$ cat config.mk
export PLATFORM = sky130hd
export DESIGN_NAME = trace_packetizer
export DESIGN_NICKNAME = d
export VERILOG_FILES = /design/src/rtl/trcpk_pkg.sv /design/src/rtl/trcpk_sigwidth.sv /design/src/rtl/trcpk_datapath.sv /design/src/rtl/trcpk_control.sv /design/src/rtl/trace_packetizer.sv
export SDC_FILE = /design/constraint.sdc
export NUM_CORES = 1
export LEC_CHECK = 0
export BUFFER_PORTS_ARGS = -buffer_cell sky130_fd_sc_hd__buf_2
export CAP_MARGIN = 0
export CORE_MARGIN = 2
export CORE_UTILIZATION = 45
export DETAILED_ROUTE_END_ITERATION = 8
export PLACE_DENSITY = 0.73
export SLEW_MARGIN = 10
export SYNTH_ARGS = -nofsm -noshare
export SYNTH_HDL_FRONTEND = slang
export SYNTH_SLANG_ARGS = --single-unit
$ cat constraint.sdc
create_clock -name clk -period 4.7 [get_ports clk]
set_input_delay 0.47 -clock clk [delete_from_list [all_inputs] [get_ports clk]]
set_output_delay 0.47 -clock clk [all_outputs]
set_load 0.01 [all_outputs]
$ cat src/rtl/trcpk_pkg.sv
package trcpk_pkg;

  localparam int CODE_W = 6;

  typedef enum logic [1:0] {
    KIND_DBG = 2'd0,
    KIND_OWN = 2'd1,
    KIND_DIR = 2'd2,
    KIND_IND = 2'd3
  } msgKind_e;

  localparam logic [1:0] MARK_START = 2'b00;
  localparam logic [1:0] MARK_VEND  = 2'b01;
  localparam logic [1:0] MARK_DATA  = 2'b10;
  localparam logic [1:0] MARK_EOM   = 2'b11;

  localparam logic [CODE_W-1:0] CODE_DBG = 6'd0;
  localparam logic [CODE_W-1:0] CODE_OWN = 6'd2;
  localparam logic [CODE_W-1:0] CODE_DIR = 6'd3;
  localparam logic [CODE_W-1:0] CODE_IND = 6'd4;

  // which source the datapath puts on the output register next
  typedef enum logic [1:0] {
    BEAT_IDLE,
    BEAT_HEAD,
    BEAT_CUR,
    BEAT_SPARE
  } beatSel_e;

  typedef struct packed {
    beatSel_e   sel;
    logic [1:0] mark;
  } dpCtrl_t;

endpackage

$ cat src/rtl/trcpk_sigwidth.sv
module trcpk_sigwidth #(
  parameter int W  = 32,
  parameter int LW = $clog2(W + 1)
) (
  input  logic [W-1:0]  value,
  output logic [LW-1:0] width
);

  // position of highest set bit plus one; a zero value keeps one bit
  always_comb begin
    width = LW'(1);
    for (int i = 1; i < W; i++) begin
      if (value[i]) width = LW'(i + 1);
    end
  end

endmodule

$ cat src/rtl/trcpk_datapath.sv
module trcpk_datapath
  import trcpk_pkg::*;
#(
  parameter int BEAT_W = 12,
  parameter int SRC_W  = 4,
  parameter int STAT_W = 8,
  parameter int PID_W  = 32,
  parameter int ICNT_W = 8,
  parameter int ADDR_W = 32,
  parameter int PKT_W  = 32,
  parameter int CNT_W  = 2
) (
  input  logic              clk,
  input  logic              rstN,
  input  msgKind_e          reqKind,
  input  logic [SRC_W-1:0]  reqSrc,
  input  logic [STAT_W-1:0] reqStatus,
  input  logic [PID_W-1:0]  reqProcId,
  input  logic [ICNT_W-1:0] reqICnt,
  input  logic [ADDR_W-1:0] reqAddr,
  input  dpCtrl_t           ctrl,
  output logic [CNT_W-1:0]  p0Beats,
  output logic [CNT_W-1:0]  p1Beats,
  output logic [BEAT_W-1:0] msgData,
  output logic [1:0]        msgMark
);

  localparam int LEN_W  = $clog2(PKT_W + 1);
  localparam int ICLW   = $clog2(ICNT_W + 1);
  localparam int ADLW   = $clog2(ADDR_W + 1);

  logic [ICLW-1:0]   icntLen;
  logic [ADLW-1:0]   addrLen;
  logic [LEN_W-1:0]  p0Len;
  logic [LEN_W-1:0]  p1Len;
  logic [PKT_W-1:0]  p0Val;
  logic [CODE_W-1:0] typeCode;
  logic [BEAT_W-1:0] headBeat;

  logic [PKT_W-1:0]  curReg;
  logic [PKT_W-1:0]  spareReg;
  logic [BEAT_W-1:0] dataReg;
  logic [1:0]        markReg;

  trcpk_sigwidth #(.W(ICNT_W), .LW(ICLW)) uIcntWidth (
    .value (reqICnt),
    .width (icntLen)
  );

  trcpk_sigwidth #(.W(ADDR_W), .LW(ADLW)) uAddrWidth (
    .value (reqAddr),
    .width (addrLen)
  );

  // first payload packet and its length, picked by kind
  always_comb begin
    unique case (reqKind)
      KIND_DBG: begin
        typeCode = CODE_DBG;
        p0Len    = LEN_W'(STAT_W);
        p0Val    = PKT_W'(reqStatus);
      end
      KIND_OWN: begin
        typeCode = CODE_OWN;
        p0Len    = LEN_W'(PID_W);
        p0Val    = PKT_W'(reqProcId);
      end
      KIND_DIR: begin
        typeCode = CODE_DIR;
        p0Len    = LEN_W'(icntLen);
        p0Val    = PKT_W'(reqICnt);
      end
      default: begin
        typeCode = CODE_IND;
        p0Len    = LEN_W'(icntLen);
        p0Val    = PKT_W'(reqICnt);
      end
    endcase
  end

  assign p1Len    = LEN_W'(addrLen);
  assign p0Beats  = CNT_W'((int'(p0Len) + BEAT_W - 1) / BEAT_W);
  assign p1Beats  = CNT_W'((int'(p1Len) + BEAT_W - 1) / BEAT_W);
  assign headBeat = BEAT_W'({reqSrc, typeCode});

  // trimmed packets have zeros above their length, so each beat is a
  // plain 12-bit slice with no masking
  always_ff @(posedge clk or negedge rstN) begin
    if (!rstN) begin
      curReg   <= '0;
      spareReg <= '0;
      dataReg  <= '0;
      markReg  <= MARK_EOM;
    end else begin
      markReg <= ctrl.mark;
      unique case (ctrl.sel)
        BEAT_HEAD: begin
          dataReg  <= headBeat;
          curReg   <= p0Val;
          spareReg <= PKT_W'(reqAddr);
        end
        BEAT_CUR: begin
          dataReg <= curReg[BEAT_W-1:0];
          curReg  <= curReg >> BEAT_W;
        end
        BEAT_SPARE: begin
          dataReg <= spareReg[BEAT_W-1:0];
          curReg  <= spareReg >> BEAT_W;
        end
        default: dataReg <= '0;
      endcase
    end
  end

  assign msgData = dataReg;
  assign msgMark = markReg;

endmodule

$ cat src/rtl/trcpk_control.sv
module trcpk_control
  import trcpk_pkg::*;
#(
  parameter int CNT_W = 2
) (
  input  logic             clk,
  input  logic             rstN,
  input  logic             reqValid,
  input  msgKind_e         reqKind,
  input  logic [CNT_W-1:0] p0Beats,
  input  logic [CNT_W-1:0] p1Beats,
  output logic             reqReady,
  output dpCtrl_t          ctrl
);

  typedef enum logic [1:0] {ST_IDLE, ST_HEAD, ST_P0, ST_P1} state_e;

  state_e           state, stateNxt;
  logic [CNT_W-1:0] rem, remNxt;
  logic [CNT_W-1:0] p1Cnt;
  logic             hasP1;

  assign reqReady = (state == ST_IDLE);

  always_comb begin
    ctrl.sel  = BEAT_IDLE;
    ctrl.mark = MARK_EOM;
    stateNxt  = state;
    remNxt    = rem;
    unique case (state)
      ST_IDLE: begin
        if (reqValid) begin
          ctrl.sel  = BEAT_HEAD;
          ctrl.mark = MARK_START;
          stateNxt  = ST_HEAD;
          remNxt    = p0Beats;
        end
      end
      ST_HEAD, ST_P0: begin
        if (rem != '0) begin
          ctrl.sel  = BEAT_CUR;
          ctrl.mark = (rem != CNT_W'(1)) ? MARK_DATA :
                      (hasP1 ? MARK_VEND : MARK_EOM);
          remNxt    = rem - CNT_W'(1);
          stateNxt  = ST_P0;
        end else if (hasP1) begin
          ctrl.sel  = BEAT_SPARE;
          ctrl.mark = (p1Cnt == CNT_W'(1)) ? MARK_EOM : MARK_DATA;
          remNxt    = p1Cnt - CNT_W'(1);
          stateNxt  = ST_P1;
        end else begin
          stateNxt = ST_IDLE;
        end
      end
      default: begin
        if (rem != '0) begin
          ctrl.sel  = BEAT_CUR;
          ctrl.mark = (rem == CNT_W'(1)) ? MARK_EOM : MARK_DATA;
          remNxt    = rem - CNT_W'(1);
        end else begin
          stateNxt = ST_IDLE;
        end
      end
    endcase
  end

  always_ff @(posedge clk or negedge rstN) begin
    if (!rstN) begin
      state <= ST_IDLE;
      rem   <= '0;
      p1Cnt <= '0;
      hasP1 <= 1'b0;
    end else begin
      state <= stateNxt;
      rem   <= remNxt;
      if (reqReady && reqValid) begin
        p1Cnt <= p1Beats;
        hasP1 <= (reqKind == KIND_IND);
      end
    end
  end

endmodule

$ cat src/rtl/trace_packetizer.sv
module trace_packetizer
  import trcpk_pkg::*;
#(
  parameter int BEAT_W = 12,
  parameter int SRC_W  = 4,
  parameter int STAT_W = 8,
  parameter int PID_W  = 32,
  parameter int ICNT_W = 8,
  parameter int ADDR_W = 32
) (
  input  logic              clk,
  input  logic              rstN,
  input  logic              reqValid,
  output logic              reqReady,
  input  logic [1:0]        reqKind,
  input  logic [SRC_W-1:0]  reqSrc,
  input  logic [STAT_W-1:0] reqStatus,
  input  logic [PID_W-1:0]  reqProcId,
  input  logic [ICNT_W-1:0] reqICnt,
  input  logic [ADDR_W-1:0] reqAddr,
  output logic [BEAT_W-1:0] msgData,
  output logic [1:0]        msgMark
);

  localparam int MAX_A     = (PID_W > ADDR_W) ? PID_W : ADDR_W;
  localparam int MAX_B     = (STAT_W > ICNT_W) ? STAT_W : ICNT_W;
  localparam int PKT_W0    = (MAX_A > MAX_B) ? MAX_A : MAX_B;
  localparam int PKT_W     = (PKT_W0 > BEAT_W) ? PKT_W0 : BEAT_W;
  localparam int MAX_BEATS = (PKT_W + BEAT_W - 1) / BEAT_W;
  localparam int CNT_W     = $clog2(MAX_BEATS + 1);

  msgKind_e         kind;
  dpCtrl_t          ctrl;
  logic [CNT_W-1:0] p0Beats;
  logic [CNT_W-1:0] p1Beats;

  assign kind = msgKind_e'(reqKind);

  trcpk_control #(.CNT_W(CNT_W)) uCtrl (
    .clk      (clk),
    .rstN     (rstN),
    .reqValid (reqValid),
    .reqKind  (kind),
    .p0Beats  (p0Beats),
    .p1Beats  (p1Beats),
    .reqReady (reqReady),
    .ctrl     (ctrl)
  );

  trcpk_datapath #(
    .BEAT_W (BEAT_W), .SRC_W (SRC_W), .STAT_W (STAT_W), .PID_W (PID_W),
    .ICNT_W (ICNT_W), .ADDR_W (ADDR_W), .PKT_W (PKT_W), .CNT_W (CNT_W)
  ) uData (
    .clk       (clk),
    .rstN      (rstN),
    .reqKind   (kind),
    .reqSrc    (reqSrc),
    .reqStatus (reqStatus),
    .reqProcId (reqProcId),
    .reqICnt   (reqICnt),
    .reqAddr   (reqAddr),
    .ctrl      (ctrl),
    .p0Beats   (p0Beats),
    .p1Beats   (p1Beats),
    .msgData   (msgData),
    .msgMark   (msgMark)
  );


  start_after_accept_chk: assert property (@(posedge clk) disable iff (!rstN)
    (reqValid && reqReady) |=> (msgMark == MARK_START));


  start_needs_accept_chk: assert property (@(posedge clk) disable iff (!rstN)
    (msgMark == MARK_START) |-> $past(reqValid && reqReady));


  ready_means_idle_chk: assert property (@(posedge clk) disable iff (!rstN)
    reqReady |-> (msgMark == MARK_EOM && msgData == '0));


  idle_after_eom_chk: assert property (@(posedge clk) disable iff (!rstN)
    (msgMark == MARK_EOM && !reqReady) |=> (reqReady && msgData == '0));


  addr_after_vend_chk: assert property (@(posedge clk) disable iff (!rstN)
    (msgMark == MARK_VEND) |=> (!reqReady && (msgMark == MARK_DATA || msgMark == MARK_EOM)));

endmodule

Yosys cells after proc, flatten, opt, wreduce, memory -nomap -nowiden
Cells that the tools add are included.
{ "classes": {"addsub": 6, "multipliers": 0, "div": 2, "order_cmp": 0, "eq_ne": 14, "shift": 0, "n_mux": 62, "bitwise_logic": 0, "reduce_logical": 9} }
{ "ops": {"columns": ["cell", "count"], "rows": [
  ["$mux 6", 30],
  ["$pmux 32 s3", 1],
  ["$div 32x5->32 const B", 2],
  ["$pmux 32 s2", 1],
  ["$sub 32x2->32 const B", 2],
  ["$mux 4", 9],
  ["$pmux 12 s3", 1],
  ["$mux 2", 12],
  ["$add 6x4->7 const B", 2],
  ["$pmux 6 s2", 1],
  ["$eq 2x1->1 const B", 5],
  ["$eq 2x2->1 const B", 5],
  ["$pmux 3 s3", 1],
  ["$pmux 2 s2", 2],
  ["$pmux 4 s2", 1],
  ["$reduce_bool 3->1", 2],
  ["$logic_not 2->1", 2],
  ["$sub 2x1->2 const B", 2],
  ["$mux 3", 1],
  ["$ne 3x1->1 const B", 1],
  ["$ne 3x2->1 const B", 1],
  ["$reduce_and 3->1", 1],
  ["$mux 1", 2],
  ["$ne 2x1->1 const B", 1],
  ["other kinds (5)", 5]
]} }
{ "word_totals": {"reg_bits": 85, "latch_bits": 0, "ram_bits": 0, "mem_bits_ro": 0, "input_bits": 89, "out_inout_bits": 15, "word_cells": 101, "memories": 0} }

Longest topological paths before layout
{ "depth": {"word_depth": 34, "depth_mapped": 30, "ltp_nobuf": 28} }

Cells and area by module
Synthesis repeated with hierarchy kept, for this count alone.
{ "unflattened": {"hier_cells": 533, "hier_area_um2": 5168.7} }
{ "by_module_without_submodules": {"columns": ["mod", "n_inst", "cells_per_inst", "area_per_inst_um2", "seq_area_each_um2"], "rows": [
  ["trcpk_datapath", 1, 395, 4250.3, 1954.4],
  ["trcpk_control", 1, 62, 521.8, 175.2],
  ["trcpk_sigwidth (uData.uAddrWidth)", 1, 65, 336.6, 0.0],
  ["trcpk_sigwidth (uData.uIcntWidth)", 1, 11, 60.1, 0.0]
]} }

Worst setup path before layout
Ideal clock, no wire load.
{ "synth_timing": {"kind": "input -> register", "from": "input reqAddr[2]", "to": "register uCtrl.p1Cnt[1]", "setup_ps": 82, "t_arrival_ps": 5098, "t_required_ps": 4618, "setup_slack_ps": -480, "cell_stages": 29, "n_path_buf": 2, "cell_sequence": "o21ai_0 > a211oi_1 > nor3_1 > nor3_1 > o31ai_1 > a211oi_1 > nor3_1 > nor3_1 > nor3_1 > nor3_1 > o31ai_1 > ha_1 > o21ai_0 > clkbuf_1 > or2_2 > inv_1 > ha_1 > clkinv_1 > ha_1 > clkbuf_1 > nand2_1 > a221oi_1 > nor2_1 > a31o_1 > and4_4 > and3_1 > o32ai_1 > nor3_1 > o22ai_1"} }
{ "synth_via": {"elab_chain_cells": 33} }
{ "synth_lines": {"columns": ["item", "line", "source"], "rows": [
  ["from (decl)", "trace_packetizer.sv:20", "input logic [ADDR_W-1:0] reqAddr,"],
  ["$mux 6 (30 in series)", "trcpk_sigwidth.sv:13", "if (value[i]) width = LW'(i + 1);"],
  ["$add 6x4->7", "trcpk_datapath.sv:83", "assign p1Beats = CNT_W'((int'(p1Len) + BEAT_W - 1) / BEAT_W);"],
  ["$sub 32x2->32", "trcpk_datapath.sv:83", null],
  ["$div 32x5->32", "trcpk_datapath.sv:83", null],
  ["to (signal assigned)", "trcpk_control.sv:77", "p1Cnt <= p1Beats;"],
  ["to (decl)", "trcpk_control.sv:20", "logic [CNT_W-1:0] p1Cnt;"]
]} }
No other way between the ends.
A chain may end at the register's enable or synchronous reset.

Final worst setup path
{ "layout_timing": {"from": "input reqAddr[3]", "to": "register uCtrl.p1Cnt[1]"} }
{ "layout_via": {"elab_chain_cells": 32} }
{ "layout_lines": {"columns": ["item", "line"], "rows": [
  ["$mux 6 (29 in series)", "trcpk_sigwidth.sv:13"],
  ["$add 6x4->7", "trcpk_datapath.sv:83"],
  ["$sub 32x2->32", "trcpk_datapath.sv:83"],
  ["$div 32x5->32", "trcpk_datapath.sv:83"]
]} }
No other way between the ends.

==> results.toml <==
[outcome]
status = "finished with violations"
violations = "setup timing"

[setup_path]
crit_fanout = 6
startpoint_type = "input pin"
crit_top_cell = "nor3_1"
arrival_ns = 4.98
worstSetupPathType = "in -> reg"
critPathRequiredTime_ns = 4.95
max_stage_delay_ns = 0.37
slowest_stage = "or3_1"
end_kind = "flip-flop"

[detailed_routing]
drt-initial-drc-count = 430
first_pass_iters = 5
drtAntennaViolNets = 0
drc = 0
vias = 6227
avgRoutedWirePerCell_um = 17.8
routed_wl_mm = 18.6
via_per_inst = 5.97

[clock_tree]
clock_latency_ns = 0.35
cts-root-buf = "clkbuf_16"
cts_hold_buf = 0
cts_buffers = 9
clkSinkCount = 85
cts_max_level = 3
clkSlewWorstSetupHoldPaths_ns = 0.06
clockBufferDepth = 2
cts_tree = "done"

[synthesis]
synth_edf_count = 0
synth_area_sq_um = 6180
ys_warn_count = 0
ys_types = 77
syn_inst = 698
synth-async-reset-ratio_pct = 100
synth_area_per_cell_sq_um = 8.86
synthFlopType = "dfrtp_1"
synth-seq-cells = 85
ys_seq_area_share_pct = 34.4
syn_nets = 814

[cells_and_area]
multi_input_area_sq_um = 4080
seq_area_sq_um = 2130
nets = 978
fill_cells = 1198
areaGrowthSynthToFinish_pct = 30.5
drive_gt1_share_pct = 36.0
layoutNonFillerInstCount = 1043
fin_util_pct = 60.5

[timing]
finalSetupViolCount = 1
timing.final.ws_setup_ns = -0.0275
skew_ns = 0.0111
fmax_ghz = 0.212
tightest_slew_ns = 1.11
tns_ns = -0.0275
fin_crit_sh_pct = 101
fin_crit_ns = 4.73
relSlewSlack_pct = 25.8
finalHoldViolations = 0
maxSlewViolCount = 0
rsz0062_at_grt = "yes"

[global_route]
grt_max_degree = 86
grt_pass1_wl_mm = 29.9
grt-ovfl-total = 0
grt_pass1_vias = 5976
antenna_found_initial = 1
grt.total_usage_pct = 25.5

[die]
core_area_sq_um = 13300
start_util_pct = 46.3
dieArea_sq_um = 14700
rows = 42
fp.dieH_um = 121
dieWidth_um = 121
ios = 104

[min_path]
min_path_type = "in -> async"

[placed_design]
gp_congestion = 0.887
dp_hpwl_mm = 13.9
place_ws_ns = -0.387
port_buffers = 103
dp.cells = 1009

[power_and_ir_drop]
p_total_mw = 3.80
irDropWorstVdd_mv = 0.324
power_leakage_nw = 3.44
power-per-cell-area_nw_per_um2 = 471

[run]
maxCapViolCount = 0
[final cells by class]
| type | count | area share [%] |
|---|---|---|
| repair buffers | 190 | 15.4 |
| clock inverters | 5 | 0.481 |
| flip-flops and latches | 85 | 26.4 |
| diodes | 1 | 0.0310 |
| clock buffers | 10 | 2.84 |
| multi-input cells | 544 | 50.6 |
| well taps | 176 | 2.73 |
| inverters | 32 | 1.55 |
[synth_stat cells, drive strengths merged, types with 7 or more instances]
library cell,n,area share (%)
a211oi,8,1.1
a21oi,45,3.8
a222oi,7,1.1
a22o,18,2.5
a22oi,20,2.4
a31oi,12,1.2
and2,12,1.3
and3,7,0.71
clkbuf,31,1.9
dfrtp,83,34
ha,27,5.5
inv,31,1.9
mux2,34,6.2
nand2,70,4.2
nand2b,8,0.81
nand3,15,1.3
nor2,55,3.5
nor2b,7,0.71
nor3,25,2.2
nor4,16,2.7
o211ai,7,0.93
o21ai,36,2.9
o221ai,8,1.1
o22ai,12,1.2
o31ai,8,1.2
xnor2,10,1.4
xor2,7,0.99
[path summary, 6_finish.rpt]
path / startpoint / slack, ns / end / cells after the start
worst max register to register: uCtrl.state[0] / 1.40 / uData.curReg[16] / 7
worst max-delay path: reqAddr[3] / -0.03 / uCtrl.p1Cnt[1] / 29
worst min register to register: uData.spareReg[11] / 0.51 / uData.spareReg[11] / 1
min in group clk: reqProcId[21] / 0.34 / uData.curReg[21] / 2
max in group asynchronous: rstN / 3.73 / uData.msgData[4] / 1
worst min-delay path: rstN / 0.32 / uData.curReg[25] / 1
[through the flow]
| stage | hold WS, ns | instance area [sq um] |
|---|---|---|
| 6_report | 0.316 | 8070 |
| 5_1_grt | 0.331 | 8070 |
| 4_1_cts | 0.326 | 7680 |
| 3_5_place_dp | 0.492 | 7400 |
| 3_3_place_gp | 0.488 | 7400 |
| 2_1_floorplan | 0.174 | 6280 |
[cell families after synthesis]
logic type      share of synthesized area [%]
other cells                            0.0606
fa+ha+maj                                5.46
buf+inv                                  4.29
flops                                    34.4
compound gates                           26.3
simple gates                             20.3
xor+xnor                                 2.41
mux                                      6.84
[repair_timing]
item,4_1_cts,5_1_grt
resized for setup,1,65
endpoints found under the setup margin,2,2
buffers inserted,2,16
endpoints found under the hold margin,0,0
pin swaps,2,19
[report_power, final]
part	internal, mW	switching [mW]	total [mW]
clock	0.357	0.291	0.648
combinational	0.790	1.09	1.88
sequential	1.08	0.192	1.27
[flip-flops by register name (all words and copies together) (netlist names)]
name / cells
uData.spareReg: 32
uCtrl.rem: 2
uCtrl.state: 2
uCtrl.hasP1: 1
uCtrl.p1Cnt: 2
uData.msgData: 12
uData.curReg: 32
uData.msgMark: 2
[layout by cell type, fill, tap and decap left out, types with 5 or more instances in the layout]
master,netlist,routed
a211oi_1,7,5
a21bo_2,5,5
a21oi_1,43,40
a222oi_1,7,7
a22o_1,18,18
a22oi_1,20,20
a31oi_1,12,11
and2_1,11,11
and3_1,7,6
buf_2,2,98
buf_4,1,79
buf_6,0,11
clkbuf_16,0,9
dfrtp_1,83,83
ha_1,27,20
ha_4,0,5
inv_1,31,30
mux2_2,34,34
nand2_1,70,66
nand2b_1,8,8
nand3_1,14,13
nor2_1,54,48
nor2b_1,7,7
nor3_1,23,22
nor4_1,11,10
nor4_4,4,5
o211ai_1,6,6
o21a_1,6,6
o21ai_0,31,25
o21ai_1,5,10
o221ai_1,8,7
o22ai_1,12,12
o31ai_1,7,6
xnor2_1,10,8
xor2_1,7,7
[critical path, delay by kind of cell]
kind | cells | cell delay, ns
and+or+nand+nor | 13 | 1.75
AOI/OAI and AO/OA | 9 | 1.64
buffers and inverters | 5 | 0.61
adders and majority gates | 2 | 0.52
[routing by layer]
metal,vias up,wire length (um),GRT usage (%)
met1,3047,7950,33.8
met4,0,250,5.75
met5,-,0,0
li1,2940,-,-
met3,24,999,4.93
met2,216,9410,43.1
No activity file was read; power rests on OpenSTA's default activity.
